===== src/rtl/ct_pkg.sv =====
package ct_pkg;
  localparam int REG_AW = 3;

  typedef enum logic [REG_AW-1:0] {
    SEL_CTRL   = 3'd0,
    SEL_CNT_LO = 3'd1,
    SEL_CNT_HI = 3'd2,
    SEL_CAP_LO = 3'd3,
    SEL_CAP_HI = 3'd4
  } reg_sel_e;

  // control byte bit positions
  localparam int CB_RUN  = 0;
  localparam int CB_SRC  = 1;
  localparam int CB_CAPT = 2;
  localparam int CB_TRIG = 3;
  localparam int CB_OVF  = 6;
  localparam int CB_EXT  = 7;

  typedef struct packed {
    logic trig_en;
    logic cap_mode;
    logic ext_src;
    logic run;
  } ctrl_t;

  // mode actually in force once baud use is considered
  function automatic logic eff_capture(input logic cap_mode, input logic baud);
    return cap_mode && !baud;
  endfunction
endpackage


===== src/rtl/ct_edge_sync.sv =====
module ct_edge_sync #(
  parameter int   STAGES = 2,
  parameter logic IDLE   = 1'b1
) (
  input  logic clk,
  input  logic rst_n,
  input  logic pin,
  output logic fall
);
  logic [STAGES-1:0] sh;
  logic              prev;

  always_ff @(posedge clk or negedge rst_n) begin
    if (!rst_n) begin
      sh   <= {STAGES{IDLE}};
      prev <= IDLE;
    end else begin
      sh   <= {sh[STAGES-2:0], pin};
      prev <= sh[STAGES-1];
    end
  end

  assign fall = prev && !sh[STAGES-1];
endmodule


===== src/rtl/ct_counter.sv =====
module ct_counter #(
  parameter int BYTE_W = 8,
  localparam int NB    = 2,
  localparam int CNT_W = NB * BYTE_W
) (
  input  logic              clk,
  input  logic              rst_n,
  input  logic              inc,
  input  logic              cap_mode_eff,
  input  logic              capture_ev,
  input  logic              reload_trig,
  input  logic [NB-1:0]     wr_cnt,
  input  logic [NB-1:0]     wr_cap,
  input  logic [BYTE_W-1:0] wdata,
  output logic [CNT_W-1:0]  count,
  output logic [CNT_W-1:0]  cap,
  output logic              wrap
);
  function automatic logic [CNT_W:0] bump(input logic [CNT_W-1:0] c);
    return {1'b0, c} + {{CNT_W{1'b0}}, 1'b1};
  endfunction

  logic [CNT_W:0]   sum;
  logic             reload_ev;
  logic [CNT_W-1:0] base;

  assign sum       = bump(count);
  assign wrap      = inc && sum[CNT_W];
  assign reload_ev = !cap_mode_eff && (wrap || reload_trig);

  always_comb begin
    if (reload_ev)  base = cap;
    else if (inc)   base = sum[CNT_W-1:0];
    else            base = count;
  end

  for (genvar b = 0; b < NB; b++) begin : g_byte
    always_ff @(posedge clk or negedge rst_n) begin
      if (!rst_n) begin
        count[b*BYTE_W +: BYTE_W] <= '0;
        cap[b*BYTE_W +: BYTE_W]   <= '0;
      end else begin
        count[b*BYTE_W +: BYTE_W] <= wr_cnt[b] ? wdata : base[b*BYTE_W +: BYTE_W];
        if (wr_cap[b])
          cap[b*BYTE_W +: BYTE_W] <= wdata;
        else if (capture_ev)
          cap[b*BYTE_W +: BYTE_W] <= count[b*BYTE_W +: BYTE_W];
      end
    end


    sw_wins_chk: assert property (@(posedge clk) disable iff (!rst_n)
      wr_cnt[b] |=> count[b*BYTE_W +: BYTE_W] == $past(wdata));
  end


  cnt_hold_chk: assert property (@(posedge clk) disable iff (!rst_n)
    (!inc && !reload_trig && wr_cnt == '0) |=> $stable(count));


  cap_copy_chk: assert property (@(posedge clk) disable iff (!rst_n)
    (capture_ev && wr_cap == '0) |=> cap == $past(count));


  reload_wrap_chk: assert property (@(posedge clk) disable iff (!rst_n)
    (wrap && !cap_mode_eff && wr_cnt == '0) |=> count == $past(cap));


  wrap_zero_chk: assert property (@(posedge clk) disable iff (!rst_n)
    (wrap && cap_mode_eff && wr_cnt == '0) |=> count == '0);
endmodule


===== src/rtl/ct_flags.sv =====
module ct_flags (
  input  logic clk,
  input  logic rst_n,
  input  logic ovf_set,
  input  logic ext_set,
  input  logic ovf_clr,
  input  logic ext_clr,
  output logic ovf_flag,
  output logic ext_flag,
  output logic irq,
  output logic ovf_pulse
);
  always_ff @(posedge clk or negedge rst_n) begin
    if (!rst_n) begin
      ovf_flag  <= 1'b0;
      ext_flag  <= 1'b0;
      ovf_pulse <= 1'b0;
    end else begin
      if (ovf_set)      ovf_flag <= 1'b1;
      else if (ovf_clr) ovf_flag <= 1'b0;
      if (ext_set)      ext_flag <= 1'b1;
      else if (ext_clr) ext_flag <= 1'b0;
      ovf_pulse <= ovf_set;
    end
  end

  assign irq = ovf_flag || ext_flag;


  ovf_set_chk: assert property (@(posedge clk) disable iff (!rst_n)
    ovf_set |=> ovf_flag);


  ext_cause_chk: assert property (@(posedge clk) disable iff (!rst_n)
    $rose(ext_flag) |-> $past(ext_set));


  pulse_once_chk: assert property (@(posedge clk) disable iff (!rst_n)
    (ovf_pulse && !$past(ovf_set, 2)) |=> !ovf_pulse || $past(ovf_set));
endmodule


===== src/rtl/cap_reload_timer.sv =====
module cap_reload_timer #(
  parameter int BYTE_W      = 8,
  parameter int SYNC_STAGES = 2,
  localparam int CNT_W      = 2 * BYTE_W
) (
  input  logic                  clk,
  input  logic                  rst_n,
  input  logic                  tick_en,
  input  logic                  cnt_pin,
  input  logic                  trig_pin,
  input  logic                  tx_baud_use,
  input  logic                  rx_baud_use,
  input  logic [ct_pkg::REG_AW-1:0] reg_addr,
  input  logic                  reg_wr,
  input  logic [BYTE_W-1:0]     reg_wdata,
  output logic [BYTE_W-1:0]     reg_rdata,
  output logic                  ovf_flag,
  output logic                  ext_flag,
  output logic                  irq,
  output logic                  ovf_pulse
);
  import ct_pkg::*;

  ctrl_t            ctrl;
  logic             cnt_fall, trig_fall;
  logic             baud_use, cap_eff, trig_ok;
  logic             inc, wrap, capture_ev, reload_trig;
  logic             wr_ctrl;
  logic [1:0]       wr_cnt, wr_cap;
  logic [CNT_W-1:0] count, cap;

  ct_edge_sync #(.STAGES(SYNC_STAGES), .IDLE(1'b1)) u_cnt_sync (
    .clk(clk), .rst_n(rst_n), .pin(cnt_pin), .fall(cnt_fall));

  ct_edge_sync #(.STAGES(SYNC_STAGES), .IDLE(1'b1)) u_trig_sync (
    .clk(clk), .rst_n(rst_n), .pin(trig_pin), .fall(trig_fall));

  assign wr_ctrl   = reg_wr && reg_addr == SEL_CTRL;
  assign wr_cnt[0] = reg_wr && reg_addr == SEL_CNT_LO;
  assign wr_cnt[1] = reg_wr && reg_addr == SEL_CNT_HI;
  assign wr_cap[0] = reg_wr && reg_addr == SEL_CAP_LO;
  assign wr_cap[1] = reg_wr && reg_addr == SEL_CAP_HI;

  always_ff @(posedge clk or negedge rst_n) begin
    if (!rst_n) begin
      ctrl <= '0;
    end else if (wr_ctrl) begin
      ctrl.run      <= reg_wdata[CB_RUN];
      ctrl.ext_src  <= reg_wdata[CB_SRC];
      ctrl.cap_mode <= reg_wdata[CB_CAPT];
      ctrl.trig_en  <= reg_wdata[CB_TRIG];
    end
  end

  assign baud_use    = tx_baud_use || rx_baud_use;
  assign cap_eff     = eff_capture(ctrl.cap_mode, baud_use);
  assign trig_ok     = ctrl.trig_en && trig_fall && !baud_use;
  assign inc         = ctrl.run && (ctrl.ext_src ? cnt_fall : tick_en);
  assign capture_ev  = trig_ok && cap_eff;
  assign reload_trig = trig_ok && !cap_eff;

  ct_counter #(.BYTE_W(BYTE_W)) u_counter (
    .clk(clk), .rst_n(rst_n), .inc(inc), .cap_mode_eff(cap_eff),
    .capture_ev(capture_ev), .reload_trig(reload_trig),
    .wr_cnt(wr_cnt), .wr_cap(wr_cap), .wdata(reg_wdata),
    .count(count), .cap(cap), .wrap(wrap));

  ct_flags u_flags (
    .clk(clk), .rst_n(rst_n), .ovf_set(wrap), .ext_set(trig_ok),
    .ovf_clr(wr_ctrl && !reg_wdata[CB_OVF]),
    .ext_clr(wr_ctrl && !reg_wdata[CB_EXT]),
    .ovf_flag(ovf_flag), .ext_flag(ext_flag), .irq(irq), .ovf_pulse(ovf_pulse));

  always_comb begin
    reg_rdata = '0;
    case (reg_addr)
      SEL_CTRL: begin
        reg_rdata[CB_RUN]  = ctrl.run;
        reg_rdata[CB_SRC]  = ctrl.ext_src;
        reg_rdata[CB_CAPT] = ctrl.cap_mode;
        reg_rdata[CB_TRIG] = ctrl.trig_en;
        reg_rdata[CB_OVF]  = ovf_flag;
        reg_rdata[CB_EXT]  = ext_flag;
      end
      SEL_CNT_LO: reg_rdata = count[BYTE_W-1:0];
      SEL_CNT_HI: reg_rdata = count[CNT_W-1:BYTE_W];
      SEL_CAP_LO: reg_rdata = cap[BYTE_W-1:0];
      SEL_CAP_HI: reg_rdata = cap[CNT_W-1:BYTE_W];
      default:    reg_rdata = '0;
    endcase
  end


  baud_trig_chk: assert property (@(posedge clk) disable iff (!rst_n)
    (baud_use && wr_cap == '0) |=> $stable(cap));


  trig_off_chk: assert property (@(posedge clk) disable iff (!rst_n)
    (!ctrl.trig_en && wr_cap == '0) |=> $stable(cap));


  src_sel_chk: assert property (@(posedge clk) disable iff (!rst_n)
    (ctrl.run && !ctrl.ext_src && !tick_en && !reload_trig && wr_cnt == '0) |=> $stable(count));
endmodule


===== config.mk =====
export PLATFORM = sky130hd
export DESIGN_NAME = cap_reload_timer
export DESIGN_NICKNAME = d
export VERILOG_FILES = /design/src/rtl/ct_pkg.sv /design/src/rtl/ct_edge_sync.sv /design/src/rtl/ct_counter.sv /design/src/rtl/ct_flags.sv /design/src/rtl/cap_reload_timer.sv
export SDC_FILE = /design/constraint.sdc
export NUM_CORES = 1
export LEC_CHECK = 0
export BUFFER_PORTS_ARGS = -buffer_cell sky130_fd_sc_hd__buf_2
export CAP_MARGIN = 5
export CELL_PAD_IN_SITES_DETAIL_PLACEMENT = 2
export CELL_PAD_IN_SITES_GLOBAL_PLACEMENT = 2
export CORE_MARGIN = 5
export CORE_UTILIZATION = 30
export DETAILED_ROUTE_END_ITERATION = 6
export GPL_TIMING_DRIVEN = 1
export PLACE_DENSITY_LB_ADDON = 0.15
export SETUP_SLACK_MARGIN = 0.2
export SKIP_CTS_REPAIR_TIMING = 1
export SLEW_MARGIN = 0
export SYNTH_ARGS = -nofsm -noshare
export SYNTH_HDL_FRONTEND = slang
export SYNTH_SLANG_ARGS = --single-unit

===== constraint.sdc =====
create_clock -name clk -period 5.3 [get_ports clk]
set_input_delay 1.06 -clock clk [delete_from_list [all_inputs] [get_ports clk]]
set_output_delay 1.06 -clock clk [all_outputs]
set_load 0.1 [all_outputs]

* After elaboration in Yosys (flattened, before gate mapping)
Index checks and enable logic that the tools add are counted.
Cells by class: $add $sub $neg 1, eq/ne operators 4, muxes and demuxes 16, reductions and logical operators 33
Operators with widths (number):
- 8-bit two-way mux | 6
- 16-bit two-way mux | 2
- 4-bit case mux with 5 select lines | 1
- 16-bit by 1-bit adder with 17-bit output, second input constant | 1
- 1-bit logical AND | 17
- 2-bit case mux with 5 select lines | 1
- 2-bit case mux with 4 select lines | 1
- 2-bit nonzero test | 4
- 3-bit by 2-bit == test with 1-bit output, second input constant | 2
- 1-bit logical NOT | 6
- 3-bit nonzero test | 2
- 1-bit two-way mux | 5
- 3-bit by 1-bit == test with 1-bit output, second input constant | 1
- 3-bit == test, second input constant | 1
- 3-bit logical NOT | 1
- 1-bit logical OR | 3
Word-level totals: register bits 45, output and inout port bits 12

* Longest topological paths before layout
depth in word-level cells 9, gate-level depth with buffers 7, mapped depth without buffers 6

* Cells and area by module
A second synthesis with hierarchy kept.
Second synthesis, totals: cell total of the unflattened synthesis 284, area, all modules 2822.7 µm²
Modules (own cells, without submodules):
- ct_counter | times used 1, cells each 201, area each 1911.8 µm²
- cap_reload_timer | times used 1, cells each 67, area each 621.8 µm²
- ct_edge_sync | times used 2, cells each 4, area each 92.6 µm²
- ct_flags | times used 1, cells each 8, area each 103.8 µm²

* Worst setup path after synthesis
No wires, ideal clock.
kind input -> output, start input reg_addr[1] in the netlist's numbering, end output reg_rdata[1], arrival time 3546 ps, slack 694 ps, stages 4, buffers on the path 1, path through buf_2 -> mux4_2 -> inv_1 -> o21ai_0
On the way: word-level cells in the longest chain between the ends 2
RTL lines:
- from (decl) | RTL line cap_reload_timer.sv:13 | input logic [ct_pkg::REG_AW-1:0] reg_addr,
- 3-bit == test (tied with other cells) | RTL line cap_reload_timer.sv:76 | case (reg_addr)
- 4-bit case mux with 5 select lines (*) | RTL line cap_reload_timer.sv:76
- to (decl) | RTL line cap_reload_timer.sv:16 | output logic [BYTE_W-1:0] reg_rdata,
Every way passes the cells marked *; elsewhere a longest branch is shown, timed or not.

* Worst setup path after layout
start input reg_addr[1] in the netlist's numbering, end output reg_rdata[2]
Same word-level chain as after synthesis.

==> results.toml <==
[setup_path]
worst_setup_path_end_kind = "primary output"
startpoint_type = "input pin"
r2r_start = "u_cnt_sync.sh[1]"
crit_fanout = 20
cp_cell_sequence = "buf_2 -> nor2b_1 -> a22oi_1 -> o22ai_1 -> buf_2"
crit_path_max_incr_delay_ns = 0.47
reg2reg_to = "u_counter.count[9]"
cp_data_required_time_ns = 4.24
r2r_cells = 5
ff2ff_setup_slack_ns = 2.93
cp_slowest_cell = "nor2b_1"
critPathMostFrequentCell = "buf_2"
arrival_ns = 2.69
criticalPathCategory = "in -> out"

[synthesis]
yosys_warnings = 0
syn_inst = 303
netlist_area_um2 = 2773
synth_top_area_share_pct = 35.20
ys_types = 51
synth_edf_count = 0
yosysSeqAreaShare_pct = 40.88
synth_top_cells_by_area = "dfrtp_1 35%, mux2i_1 10%, dfstp_2 5.7%, nand2_1 4.7%, nand3_1 3.6%"
ys_seq_elements = 45
avgSynthCellArea_um2 = 9.151
syn_nets = 323
ys.flop_type = "dfrtp_1"
ys_async_sr_fraction_pct = 100.0
synth_top_area_cell = "dfrtp_1"

[grt]
grt_pass1_vias = 2686
grt_usage_pct = 18.15
grt_pass1_wl_mm = 15.64
overflow = 0
antenna_found_initial = 0
grt_max_degree = 46

[sta]
finalHoldViolCount = 0
relSlewSlack_pct = 29.41
skew_ns = 0.006856
timing.fmax_mhz = 266.3
setup_viol = 0
tns_ns = 0
fin_crit_ns = 3.755
maxSlewViolCount = 0
rsz0062_at_grt = "false"
worst_pin_slew_ns = 1.051
finalCritPeriodShare_pct = 70.85

[floorplan]
dieWidth_um = 106.1
die_height_um = 106.1
core_region_area_um2 = 9109
initial_core_util_pct = 30.44
die_area_um2 = 11260
io_pins = 31
std_cell_rows = 35

[power_and_ir_drop]
power.leakage_nw = 1.388
peakVddDrop_mv = 0.1379
p_total_mw = 1.316
power-per-cell-area_nw_per_um2 = 430.6

[drt]
remaining_drc_errors = 0
vias = 2451
drtAntennaViolNets = 0
dr.pass1.iters = 4
viasPerCell = 5.661
routed_wl_mm = 9.940
drt_iter0_drc = 110
post_drt_wl_per_cell_um = 22.96

[clocking]
cts_tree = "done"
clock_latency_ns = 0.30
clockRootBuffer = "clkbuf_8"
clock_sinks = 45
cts_buffers = 5
cts_buffer_depth = 2
clkSlewWorstSetupHoldPaths_ns = 0.08
htree_levels = 2

[cells_and_area]
area_delta_synth_final_pct = 10.24
fin_cells = 433
layout.area.seq_um2 = 1134
drive_gt1_share_pct = 17.39
multi_input_area_um2 = 1531
layout_commonest_cell = "dfrtp_1"
fin_area_um2 = 3057
n_antenna_cell = 0
nets = 341
fillers = 1063
final_cell_mix = "39 x dfrtp_1, 35 x nand2_1, 30 x buf_2"

[placed_design]
hpwl_mm = 7.306
place.gp.congestion = 0.7866
dp.cells = 425
placed_area_um2 = 2977
io_buffers = 30

[job]
max_cap_violations = 0

[worst_hold_path]
hold_class = "reg -> reg"
worstHoldPathCells = 0
holdCritStartpoint = "u_cnt_sync.sh[0]"
min_to = "u_cnt_sync.sh[1]"

[outcome]
outcome = "finished clean"
-- worst max-delay path: cells and delay by family --
family	cells	cell delay, ns
buffers and inverters	2	0.80
AOI/OAI and AO/OA	2	0.35
and+or+nand+nor	1	0.47
-- metrics by stage --
step / setup slack [ns] / hold slack [ns] / util [%]
finish: 1.545 / 0.3578 / 33.56
global route: 1.471 / 0.3662 / 33.56
CTS: 1.540 / 0.3598 / 33.56
detailed placement: 1.555 / 0.3473 / 32.68
global placement: 1.556 / 0.3461 / 32.68
floorplan: 0.6945 / 0.3452 / -
-- where the power goes --
group	switching, mW	leakage [nW]	total [mW]	internal (mW)
registers	0.186	0.544	0.627	0.442
logic	0.302	0.805	0.477	0.175
clock network	0.118	0.0395	0.212	0.0940
total	0.605	1.39	1.32	0.711
-- state kept, by name, summed over array words and instances, names as in the netlist --
register and count:
u_flags.ovf_pulse 1, u_cnt_sync.sh 2, u_flags.ovf_flag 1, ctrl 4
u_counter.count 16, u_cnt_sync.prev 1, u_counter.cap 16, u_trig_sync.prev 1
u_flags.ext_flag 1, u_trig_sync.sh 2
-- worst max-delay path by stage --
stage	to	cells past startpoint	from
after floorplan	reg_rdata[1]	4	reg_addr[1]
after global placement	reg_rdata[2]	5	reg_addr[1]
after detailed placement	reg_rdata[2]	5	reg_addr[1]
after CTS	reg_rdata[2]	5	reg_addr[1]
after global routing	reg_rdata[2]	5	reg_addr[1]
final	reg_rdata[2]	5	reg_addr[1]
-- cell families (layout without fill, tap and decap cells) --
logic type	after synthesis	after routing	share of synthesized area, %
compound gates	72	72	17.64
flops	45	45	40.88
xor+xnor	13	13	4.107
simple gates	119	119	21.71
fa+ha+maj	1	1	0.4512
buf+inv	23	42	3.881
mux	30	30	11.33
-- layout make-up --
cell class,count,share of cell area [%]
tap,111,4.544
inverter,2,0.2456
sequential,45,37.09
clock buffer,8,2.620
multi-input combinational,235,50.10
timing repair buffer,32,5.403
-- Yosys cell counts, drive strengths merged (4+ instances only) --
cell type,n
mux2i,28
o22ai,9
nor3,5
nor2,26
a22oi,7
nor2b,4
dfrtp,39
xnor2,6
o21ai,17
dfstp,6
nand3,20
buf,13
nand2,35
and2,4
a21oi,17
clkbuf,8
nand4,8
o2111ai,4
xor2,7
-- routing by layer --
layer | track usage, % | vias to the layer above | wire (µm)
met5 | 0 | - | 0
met4 | 3.423 | 0 | 104
met3 | 2.186 | 7 | 227
met2 | 31.40 | 25 | 5013
met1 | 24.46 | 1274 | 4595
li1 | - | 1145 | -
Power figures use the tool's default switching activity.
